## src/rtl/oet_pkg.sv

```systemverilog
package oet_pkg;
  typedef enum logic {
    PH_OUTER  = 1'b0,  // pairs starting at even positions
    PH_MIDDLE = 1'b1   // pairs starting at odd positions
  } phase_e;
endpackage

```

## src/rtl/oet_cmp_swap.sv

```systemverilog
module oet_cmp_swap #(
  parameter int DATA_W = 4
) (
  input  logic [DATA_W-1:0] a_i,
  input  logic [DATA_W-1:0] b_i,
  output logic [DATA_W-1:0] c_o,
  output logic [DATA_W-1:0] d_o
);
  logic swap;

  // strict compare: equal values pass through
  assign swap = a_i > b_i;
  assign c_o  = swap ? b_i : a_i;
  assign d_o  = swap ? a_i : b_i;
endmodule

```

## src/rtl/oet_stage_seq.sv

```systemverilog
module oet_stage_seq
  import oet_pkg::*;
#(
  parameter int N_VALS = 4
) (
  input  logic   clk_i,
  input  logic   rst_ni,
  input  logic   load_i,
  input  logic   start_i,
  output logic   run_o,
  output phase_e phase_o,
  output logic   done_o
);
  localparam int CNT_W = (N_VALS > 2) ? $clog2(N_VALS) : 1;
  localparam logic [CNT_W-1:0] LAST_CNT = CNT_W'(N_VALS - 1);

  logic [CNT_W-1:0] cnt_q;
  logic             run_q;
  logic             done_q;

  always_ff @(posedge clk_i or negedge rst_ni) begin
    if (!rst_ni) begin
      cnt_q  <= '0;
      run_q  <= 1'b0;
      done_q <= 1'b0;
    end else if (load_i) begin
      cnt_q  <= '0;
      run_q  <= 1'b0;
      done_q <= 1'b0;
    end else if (run_q) begin
      if (cnt_q == LAST_CNT) begin
        cnt_q  <= '0;
        run_q  <= 1'b0;
        done_q <= 1'b1;
      end else begin
        cnt_q <= cnt_q + 1'b1;
      end
    end else if (start_i && !done_q) begin
      run_q <= 1'b1;
    end
  end

  assign run_o   = run_q;
  assign done_o  = done_q;
  assign phase_o = cnt_q[0] ? PH_MIDDLE : PH_OUTER;

  AST_LOAD_CLEARS_DONE: assert property (@(posedge clk_i) disable iff (!rst_ni)
    load_i |=> (!done_q && !run_q));
  AST_DONE_STICKY: assert property (@(posedge clk_i) disable iff (!rst_ni)
    (done_q && !load_i) |=> (done_q && !run_q));
  AST_RUN_NOT_EXTENDED: assert property (@(posedge clk_i) disable iff (!rst_ni)
    (run_q && !load_i && cnt_q == LAST_CNT) |=> (!run_q && done_q));
  AST_RUN_DONE_EXCL: assert property (@(posedge clk_i) disable iff (!rst_ni)
    !(run_q && done_q));
endmodule

```

## src/rtl/oet_reg_row.sv

```systemverilog
module oet_reg_row #(
  parameter int DATA_W = 4,
  parameter int N_VALS = 4
) (
  input  logic                           clk_i,
  input  logic                           rst_ni,
  input  logic                           load_i,
  input  logic [N_VALS-1:0][DATA_W-1:0]  load_vals_i,
  input  logic                           upd_i,
  input  logic [N_VALS-1:0][DATA_W-1:0]  upd_vals_i,
  output logic [N_VALS-1:0][DATA_W-1:0]  vals_o
);
  logic [N_VALS-1:0][DATA_W-1:0] vals_q;

  always_ff @(posedge clk_i or negedge rst_ni) begin
    if (!rst_ni)     vals_q <= '0;
    else if (load_i) vals_q <= load_vals_i;
    else if (upd_i)  vals_q <= upd_vals_i;
  end

  assign vals_o = vals_q;

  AST_IDLE_HOLDS: assert property (@(posedge clk_i) disable iff (!rst_ni)
    (!load_i && !upd_i) |=> $stable(vals_q));
  AST_LOAD_WRITES: assert property (@(posedge clk_i) disable iff (!rst_ni)
    load_i |=> (vals_q == $past(load_vals_i)));
endmodule

```

## src/rtl/oet_sorter.sv

```systemverilog
module oet_sorter
  import oet_pkg::*;
#(
  parameter int DATA_W = 4,
  parameter int N_VALS = 4
) (
  input  logic                     clk_i,
  input  logic                     rst_ni,
  input  logic                     load_i,
  input  logic [N_VALS*DATA_W-1:0] vals_i,
  input  logic                     start_i,
  output logic [N_VALS*DATA_W-1:0] sorted_o,
  output logic                     done_o
);
  localparam int N_PAIRS = N_VALS - 1;
  localparam int SUM_W   = DATA_W + $clog2(N_VALS) + 1;

  logic                          run;
  phase_e                        phase;
  logic [N_VALS-1:0][DATA_W-1:0] row_q;
  logic [N_VALS-1:0][DATA_W-1:0] row_in;
  logic [N_VALS-1:0][DATA_W-1:0] row_nxt;
  logic [N_PAIRS-1:0][DATA_W-1:0] lo;
  logic [N_PAIRS-1:0][DATA_W-1:0] hi;
  logic [N_PAIRS-1:0]            pair_en;

  oet_stage_seq #(.N_VALS(N_VALS)) u_seq (
    .clk_i   (clk_i),
    .rst_ni  (rst_ni),
    .load_i  (load_i),
    .start_i (start_i),
    .run_o   (run),
    .phase_o (phase),
    .done_o  (done_o)
  );

  assign row_in = vals_i;

  for (genvar i = 0; i < N_PAIRS; i++) begin : g_pair
    oet_cmp_swap #(.DATA_W(DATA_W)) u_cs (
      .a_i (row_q[i]),
      .b_i (row_q[i+1]),
      .c_o (lo[i]),
      .d_o (hi[i])
    );
    if ((i % 2) == 0) begin : g_outer
      assign pair_en[i] = run && (phase == PH_OUTER);
    end else begin : g_middle
      assign pair_en[i] = run && (phase == PH_MIDDLE);
    end
  end

  // active pairs of one phase never share a position
  always_comb begin
    row_nxt = row_q;
    for (int i = 0; i < N_PAIRS; i++) begin
      if (pair_en[i]) begin
        row_nxt[i]   = lo[i];
        row_nxt[i+1] = hi[i];
      end
    end
  end

  oet_reg_row #(.DATA_W(DATA_W), .N_VALS(N_VALS)) u_row (
    .clk_i       (clk_i),
    .rst_ni      (rst_ni),
    .load_i      (load_i),
    .load_vals_i (row_in),
    .upd_i       (run),
    .upd_vals_i  (row_nxt),
    .vals_o      (row_q)
  );

  assign sorted_o = row_q;

  function automatic logic is_ascending(input logic [N_VALS-1:0][DATA_W-1:0] r);
    logic ok;
    ok = 1'b1;
    for (int i = 0; i < N_PAIRS; i++) if (r[i] > r[i+1]) ok = 1'b0;
    return ok;
  endfunction

  function automatic logic [SUM_W-1:0] row_sum(input logic [N_VALS-1:0][DATA_W-1:0] r);
    logic [SUM_W-1:0] s;
    s = '0;
    for (int i = 0; i < N_VALS; i++) s = s + SUM_W'(r[i]);
    return s;
  endfunction

  AST_DONE_ASCENDING: assert property (@(posedge clk_i) disable iff (!rst_ni)
    done_o |-> is_ascending(row_q));
  AST_STAGE_KEEPS_SUM: assert property (@(posedge clk_i) disable iff (!rst_ni)
    (run && !load_i) |=> (row_sum(row_q) == $past(row_sum(row_q))));
  AST_PAIRS_DISJOINT: assert property (@(posedge clk_i) disable iff (!rst_ni)
    $onehot0(pair_en & {N_PAIRS{1'b1}}) || (phase == PH_OUTER) || (N_PAIRS < 3));
endmodule

```

## config.mk

```make
export PLATFORM = sky130hd
export DESIGN_NAME = oet_sorter
export DESIGN_NICKNAME = d
export VERILOG_FILES = /design/src/rtl/oet_pkg.sv /design/src/rtl/oet_cmp_swap.sv /design/src/rtl/oet_stage_seq.sv /design/src/rtl/oet_reg_row.sv /design/src/rtl/oet_sorter.sv
export SDC_FILE = /design/constraint.sdc
export NUM_CORES = 1
export LEC_CHECK = 0
export BUFFER_PORTS_ARGS = -buffer_cell sky130_fd_sc_hd__buf_2
export CORE_ASPECT_RATIO = 0.8
export CORE_MARGIN = 2
export CORE_UTILIZATION = 37
export DETAILED_ROUTE_END_ITERATION = 16
export PLACE_DENSITY = 0.58
export SLEW_MARGIN = 25
export SYNTH_ARGS = -nofsm -noshare
export SYNTH_HDL_FRONTEND = slang
export SYNTH_HIERARCHICAL = 1
export SYNTH_SLANG_ARGS = --single-unit
```

## constraint.sdc

```tcl
create_clock -name clk_i -period 2.6 [get_ports clk_i]
set_input_delay 0.39 -clock clk_i [delete_from_list [all_inputs] [get_ports clk_i]]
set_output_delay 0.39 -clock clk_i [all_outputs]
set_load 0.02 [all_outputs]
```

==> flow_summary.yaml, run 1 <==
critical_path:
  r2r-start: "u_row/vals_o[7]"
  endpoint_kind: "flip-flop"
  worst-r2r-setup-slack_ps: 210
  cp-startpoint: "u_row/vals_o[7]"
  arrival_ps: 2520
  cp.required_ps: 2720
  crit_end: "u_row/vals_o[3]"
  startpoint_type: "flip-flop"
  cp_max_fo: 9
  ff2ff_path_depth: 8
  rr_endpoint: "u_row/vals_o[3]"
  worstSetupPathType: "flip-flop to flip-flop"
die:
  rows: 22
  ioPinCount: 37
  fp.dieH_um: 67.26
  dieArea_um2: 5587
  initial_core_util_pct: 39.31
  die_x_um: 83.07
  core_area_um2: 4707
global_route:
  grt_pass1_wl_mm: 6.210
  grt_pass1_vias: 1263
  grt_usage_pct: 13.99
  antenna_found_initial: 0
  grt_max_degree: 38
  overflow: 0
power:
  ir_worst_vdd_uv: 236.7
  power.density_nw_per_um2: 617.9
  leakage_nw: 1.009
cts:
  clkSinkCount: 20
  worstSkewPairLatency_ps: 260
  clock_path_buffers: 2
  cts_inserted_buffers: 3
  htreeDepth: 1
  cts_tree: "built"
  clock-root-buffer: "clkbuf_8"
  clk_pin_slew_ps: 80
cells_and_area:
  drive_gt1_share_pct: 36.87
  fin_util_pct: 44.76
  fin_nets: 251
  fillers: 470
  diodes: 0
  design_area_um2: 2107
  syn_to_final_growth_pct: 13.86
route:
  wirelength_mm: 3.718
  vias: 1383
  wl_per_cell_um: 13.42
  dr.pass1.iters: 4
  drt_iter0_drc: 37
  ant_nets: 0
  vias_per_cell: 4.993
  drc_errors: 0
synthesis:
  ys_types: 24
  syn-instance-count: 183
  async_reset_ff_share_pct: 100.0
  ys_top_cells_by_area: "dfrtp_1 (27%), mux2i_1 (14%), mux2_2 (11%)"
  synth-main-ff-cell: "dfrtp_1"
  yosys.cell_count.top_type: "mux2i_1"
  yosysTopAreaCellShare_pct: 27.05
  ys_top_cells_by_count: "mux2i_1 (25), dfrtp_1 (20), mux2_2 (18)"
  synth_area_leader_cell: "dfrtp_1"
  synth_nets: 216
  yosysSeqAreaShare_pct: 27.05
  yosys_warnings: 6
  ys_seq_elements: 20
  synth_area_um2: 1851
  synth_edf_count: 0
  avgSynthCellArea_um2: 10.11
sta:
  setup_violations: 0
  holdWs_ps: 87.14
  rsz0062_at_grt: "false"
  fmax_mhz: 417.6
  relSlewSlack_pct: 61.01
  slew_violations: 0
  finalCritPeriodShare_pct: 92.10
  tns_ps: 0
  fin_ws_ps: 205.4
  tightestPinTransition_ps: 584.9
  fin_crit_ps: 2395
  timing.final.hold_violations: 0
  skew_ps: 0.7749
placed_design:
  post-place-ws_ps: 197.9
  place_hpwl_mm: 2.553
  io_buffers: 36
  place_congestion: 0.6764
  place_area_um2: 2051
min_path:
  hp-class: "primary input to asynchronous set/reset pin"
outcome:
  status: "complete, no violations"
flow_run:
  maxCapViolCount: 0
through the flow:
step	total power [mW]	instances
final	1.302	277
after global placement	1.058	273
after global routing	1.405	277
after CTS	1.325	277
after floorplan	0.9370	183
after detailed placement	1.064	273
power by group:
part           switching [mW]  internal, mW  leakage (nW)
registers              0.0640         0.347         0.247
logic                   0.307         0.338         0.733
clock network           0.112         0.135        0.0288
area by class of cell:
type	instances	area (um2)	area share, %
Inverter	12	45.04	2.138
Tap cell	60	75.07	3.563
Multi-Input combinational cell	142	1227	58.25
Clock buffer	4	55.05	2.613
Timing Repair Buffer	39	202.7	9.620
Sequential cell	20	501.7	23.81
critical path, cell delays in order, from the launching register on:
cell,delay (ps)
dfrtp_1,510
inv_1,80
ha_1,320
and4_1,230
a21oi_4,260
mux2_2,370
mux2_4,260
mux2i_1,130
o21ai_0,90
flip-flops by register name (all words and copies together) (netlist names):
signal / flops
u_seq/cnt_q: 2
u_seq/done_o: 1
u_row/vals_o: 16
u_seq/run_o: 1
repair_timing:
| action | in CTS | in global routing |
|---|---|---|
| gates resized for setup | 0 | 1 |
| buffers inserted | 0 | 0 |
| hold buffers | 0 | 0 |
| setup endpoints to repair | 0 | 1 |
| hold endpoints to repair | 0 | 0 |
metal layers:
| metal | global-route usage (%) | up-vias | wire length (um) | share of wire (%) |
|---|---|---|---|---|
| li1 | - | 720 | - | - |
| met1 | 19.61 | 638 | 2033 | 55 |
| met2 | 22.28 | 25 | 1557 | 42 |
| met3 | 3.423 | 0 | 126 | 3.4 |
| met4 | 2.459 | 0 | 0 | 0 |
| met5 | 0 | - | 0 | 0 |
worst min path at each step:
stage                      end  cells after the start    from
2_1_floorplan  u_row/vals_o[0]                      0  rst_ni
3_3_place_gp   u_row/vals_o[0]                      1  rst_ni
3_5_place_dp   u_row/vals_o[0]                      1  rst_ni
4_1_cts        u_row/vals_o[2]                      1  rst_ni
5_1_grt        u_row/vals_o[0]                      1  rst_ni
6_report       u_row/vals_o[0]                      1  rst_ni
cells in the final DEF, fill, tap and decap left out:
master,Yosys,final
o21ai_1,10,10
nor2b_2,3,3
and4_1,3,3
or3b_1,1,1
ha_1,13,13
buf_2,4,36
dfrtp_1,20,19
a21oi_4,3,3
or2b_1,1,1
xnor2_1,1,1
mux2_4,8,8
inv_1,12,12
o21ai_0,6,6
nand2_1,16,16
buf_4,0,3
dfrtp_2,0,1
mux2_2,18,18
a21oi_1,13,13
nor2_1,11,11
mux2i_1,25,25
o211ai_2,3,3
nand2b_4,1,1
mux2_1,6,6
clkbuf_8,0,4
kinds of logic after synthesis:
kind of cell / count (synthesis) / share of synthesized area, %
compound gates: 35 / 12.51
mux: 57 / 34.62
fa+ha+maj: 13 / 8.790
buf+inv: 21 / 6.626
flops: 20 / 27.05
xor+xnor: 1 / 0.4734
simple gates: 36 / 9.940
Power figures use the tool's default switching activity.
==> inputs of run 2 (changes only) <==
--- a/config.mk
+++ b/config.mk
@@ -5,11 +5,13 @@
 export SDC_FILE = /design/constraint.sdc
 export NUM_CORES = 1
 export LEC_CHECK = 0
+export ABC_AREA = 1
 export BUFFER_PORTS_ARGS = -buffer_cell sky130_fd_sc_hd__buf_2
-export CORE_ASPECT_RATIO = 0.8
+export CORE_ASPECT_RATIO = 0.6
 export CORE_MARGIN = 2
 export CORE_UTILIZATION = 37
 export DETAILED_ROUTE_END_ITERATION = 16
+export HOLD_SLACK_MARGIN = 0.02
 export PLACE_DENSITY = 0.58
 export SLEW_MARGIN = 25
 export SYNTH_ARGS = -nofsm -noshare
==> flow_summary.yaml, run 2 <==
route:
  dr.pass1.iters: 4
  vias: 2014
  wl_per_cell_um: 13.14
  ant_nets: 0
  vias_per_cell: 5.048
  drc_errors: 0
  wirelength_mm: 5.244
  drt_iter0_drc: 85
sta:
  fin_crit_ps: 1970
  skew_ps: 3.387
  tightestPinTransition_ps: 653.4
  rsz0062_at_grt: "false"
  fmax_mhz: 507.5
  slew_violations: 0
  relSlewSlack_pct: 56.44
  timing.final.hold_violations: 0
  finalCritPeriodShare_pct: 75.78
  holdWs_ps: 74.09
  setup_violations: 0
  tns_ps: 0
die:
  rows: 20
  dieArea_um2: 5966
  fp.dieH_um: 60.64
  die_x_um: 98.40
  ioPinCount: 37
  initial_core_util_pct: 38.75
  core_area_um2: 5105
placed_design:
  dp_cells: 395
  place_area_um2: 2136
  place_congestion: 0.8256
  io_buffers: 36
  place_hpwl_mm: 3.790
synthesis:
  yosys.cell_count.top_type: "nand2_1"
  syn-instance-count: 301
  synth_edf_count: 0
  ys_seq_elements: 20
  yosysSeqAreaShare_pct: 25.30
  synth_area_um2: 1978
  async_reset_ff_share_pct: 100.0
  avgSynthCellArea_um2: 6.572
  ys_top_cells_by_area: "dfrtp_1 (25%), nand2_1 (23%), nand3_1 (21%)"
  synth-main-ff-cell: "dfrtp_1"
  yosys_warnings: 6
  synth_area_leader_cell: "dfrtp_1"
  synth_nets: 334
  yosysTopAreaCellShare_pct: 25.30
  ys_top_cells_by_count: "nand2_1 (121), nand3_1 (82), inv_1 (22)"
  ys_types: 19
cells_and_area:
  fin_nets: 367
  fin_util_pct: 43.24
  stdcell_count: 399
  design_area_um2: 2207
  final_common_cell: "nand2_1"
  largest_reg_flops: 16
  diodes: 0
  final_cell_mix: "nand2_1 (121), nand3_1 (82), buf_2 (36)"
  drive_gt1_share_pct: 19.52
  syn_to_final_growth_pct: 11.58
cts:
  cts_tree: "built"
  clock-root-buffer: "clkbuf_8"
  worstSkewPairLatency_ps: 270
  cts_inserted_buffers: 3
  holdBufCountCts: 0
  ctsResizeCount: 0
  htreeDepth: 1
  clkSinkCount: 20
  post_cts_buffers: 0
  clock_path_buffers: 2
  clk_pin_slew_ps: 90
global_route:
  grt_usage_pct: 18.97
  overflow: 0
  grt_pass1_vias: 1814
  antenna_found_initial: 0
  grt_max_degree: 22
  grt_pass1_wl_mm: 8.914
critical_path:
  arrival_ps: 2180
  worst-r2r-setup-slack_ps: 630
  startpoint_type: "flip-flop"
  r2r-start: "u_row/vals_o[7]"
  rr_endpoint: "u_row/vals_o[7]"
  worstSetupPathType: "flip-flop to flip-flop"
  ff2ff_path_depth: 11
  cp.required_ps: 2810
  endpoint_kind: "flip-flop"
  cp-startpoint: "u_row/vals_o[7]"
  crit_end: "u_row/vals_o[7]"
  cp_max_fo: 9
min_path:
  hp-class: "primary input to asynchronous set/reset pin"
power:
  power.density_nw_per_um2: 616.8
  ir_worst_vdd_uv: 229.8
  leakage_nw: 1.244
outcome:
  status: "complete, no violations"
flow_run:
  maxCapViolCount: 0
==> run 2: cell count changes after synthesis, moves of 9 or more <==
| cell | change |
|---|---|
| nand3_2 | +9 |
| nand3_1 | +82 |
| inv_1 | +10 |
| nand2_1 | +105 |
| mux2i_1 | -25 |
| o21ai_1 | -10 |
| mux2_2 | -18 |
==> run 2: how the worst min path moves through the flow <==
stage	start	slack (ps)	end	cells past startpoint
6_report	rst_ni	70	u_row/vals_o[5]	1
2_1_floorplan	rst_ni	90	u_row/vals_o[0]	0
5_1_grt	rst_ni	100	u_row/vals_o[10]	1
4_1_cts	rst_ni	90	u_row/vals_o[5]	1
3_3_place_gp	rst_ni	390	u_row/vals_o[6]	1
3_5_place_dp	rst_ni	390	u_row/vals_o[5]	1
==> run 2: per-layer routing <==
metal | wire length [um] | share of wire, % | vias to the layer above | GRT usage [%]
met1 | 2716 | 52 | 892 | 27.54
met5 | 0 | 0 | - | 0
li1 | - | - | 1047 | -
met2 | 2061 | 39 | 70 | 30.13
met4 | 27 | 0.51 | 0 | 3.327
met3 | 438 | 8.4 | 5 | 3.802
==> run 2: area by class of cell <==
| type | count | area [um2] |
|---|---|---|
| multi-input cells | 243 | 1241 |
| clock inverters | 1 | 30.03 |
| inverters | 27 | 108.9 |
| fillers | 564 | 2898 |
| well taps | 66 | 82.58 |
| clock buffers | 3 | 41.29 |
| repair buffers | 39 | 202.7 |
| flip-flops and latches | 20 | 500.5 |
==> run 2: per-stage QoR <==
step | setup slack [ps] | power (mW)
2_1_floorplan | 805.3 | 0.8975
3_3_place_gp | 653.0 | 1.035
3_5_place_dp | 667.1 | 1.039
4_1_cts | 635.0 | 1.371
5_1_grt | 385.2 | 1.481
6_report | 629.7 | 1.361
==> run 2: cell families (layout without fill, tap and decap cells) <==
group,Yosys count,count (layout),synth area share (%)
and+or+nand+nor,224,224,53.00
AOI/OAI and AO/OA,6,6,1.518
adders and majority gates,13,13,8.223
buffers and inverters,38,70,11.95
DFF,20,20,25.30
==> run 2: power breakdown <==
| part | total (mW) | internal, mW | switching [mW] |
|---|---|---|---|
| Clock | 0.330 | 0.206 | 0.124 |
| Sequential | 0.430 | 0.345 | 0.0851 |
| Combinational | 0.601 | 0.214 | 0.387 |
| Total | 1.36 | 0.765 | 0.597 |
==> run 2: critical path, cell delays in order (launching register included) <==
cell	delay, ps
dfrtp_1	560
inv_1	80
ha_1	290
a21oi_1	180
nand2_2	170
nand2_4	140
nand2_1	60
nand2_1	80
nand3_2	80
nand3_2	90
nand3_1	70
nand3_1	100
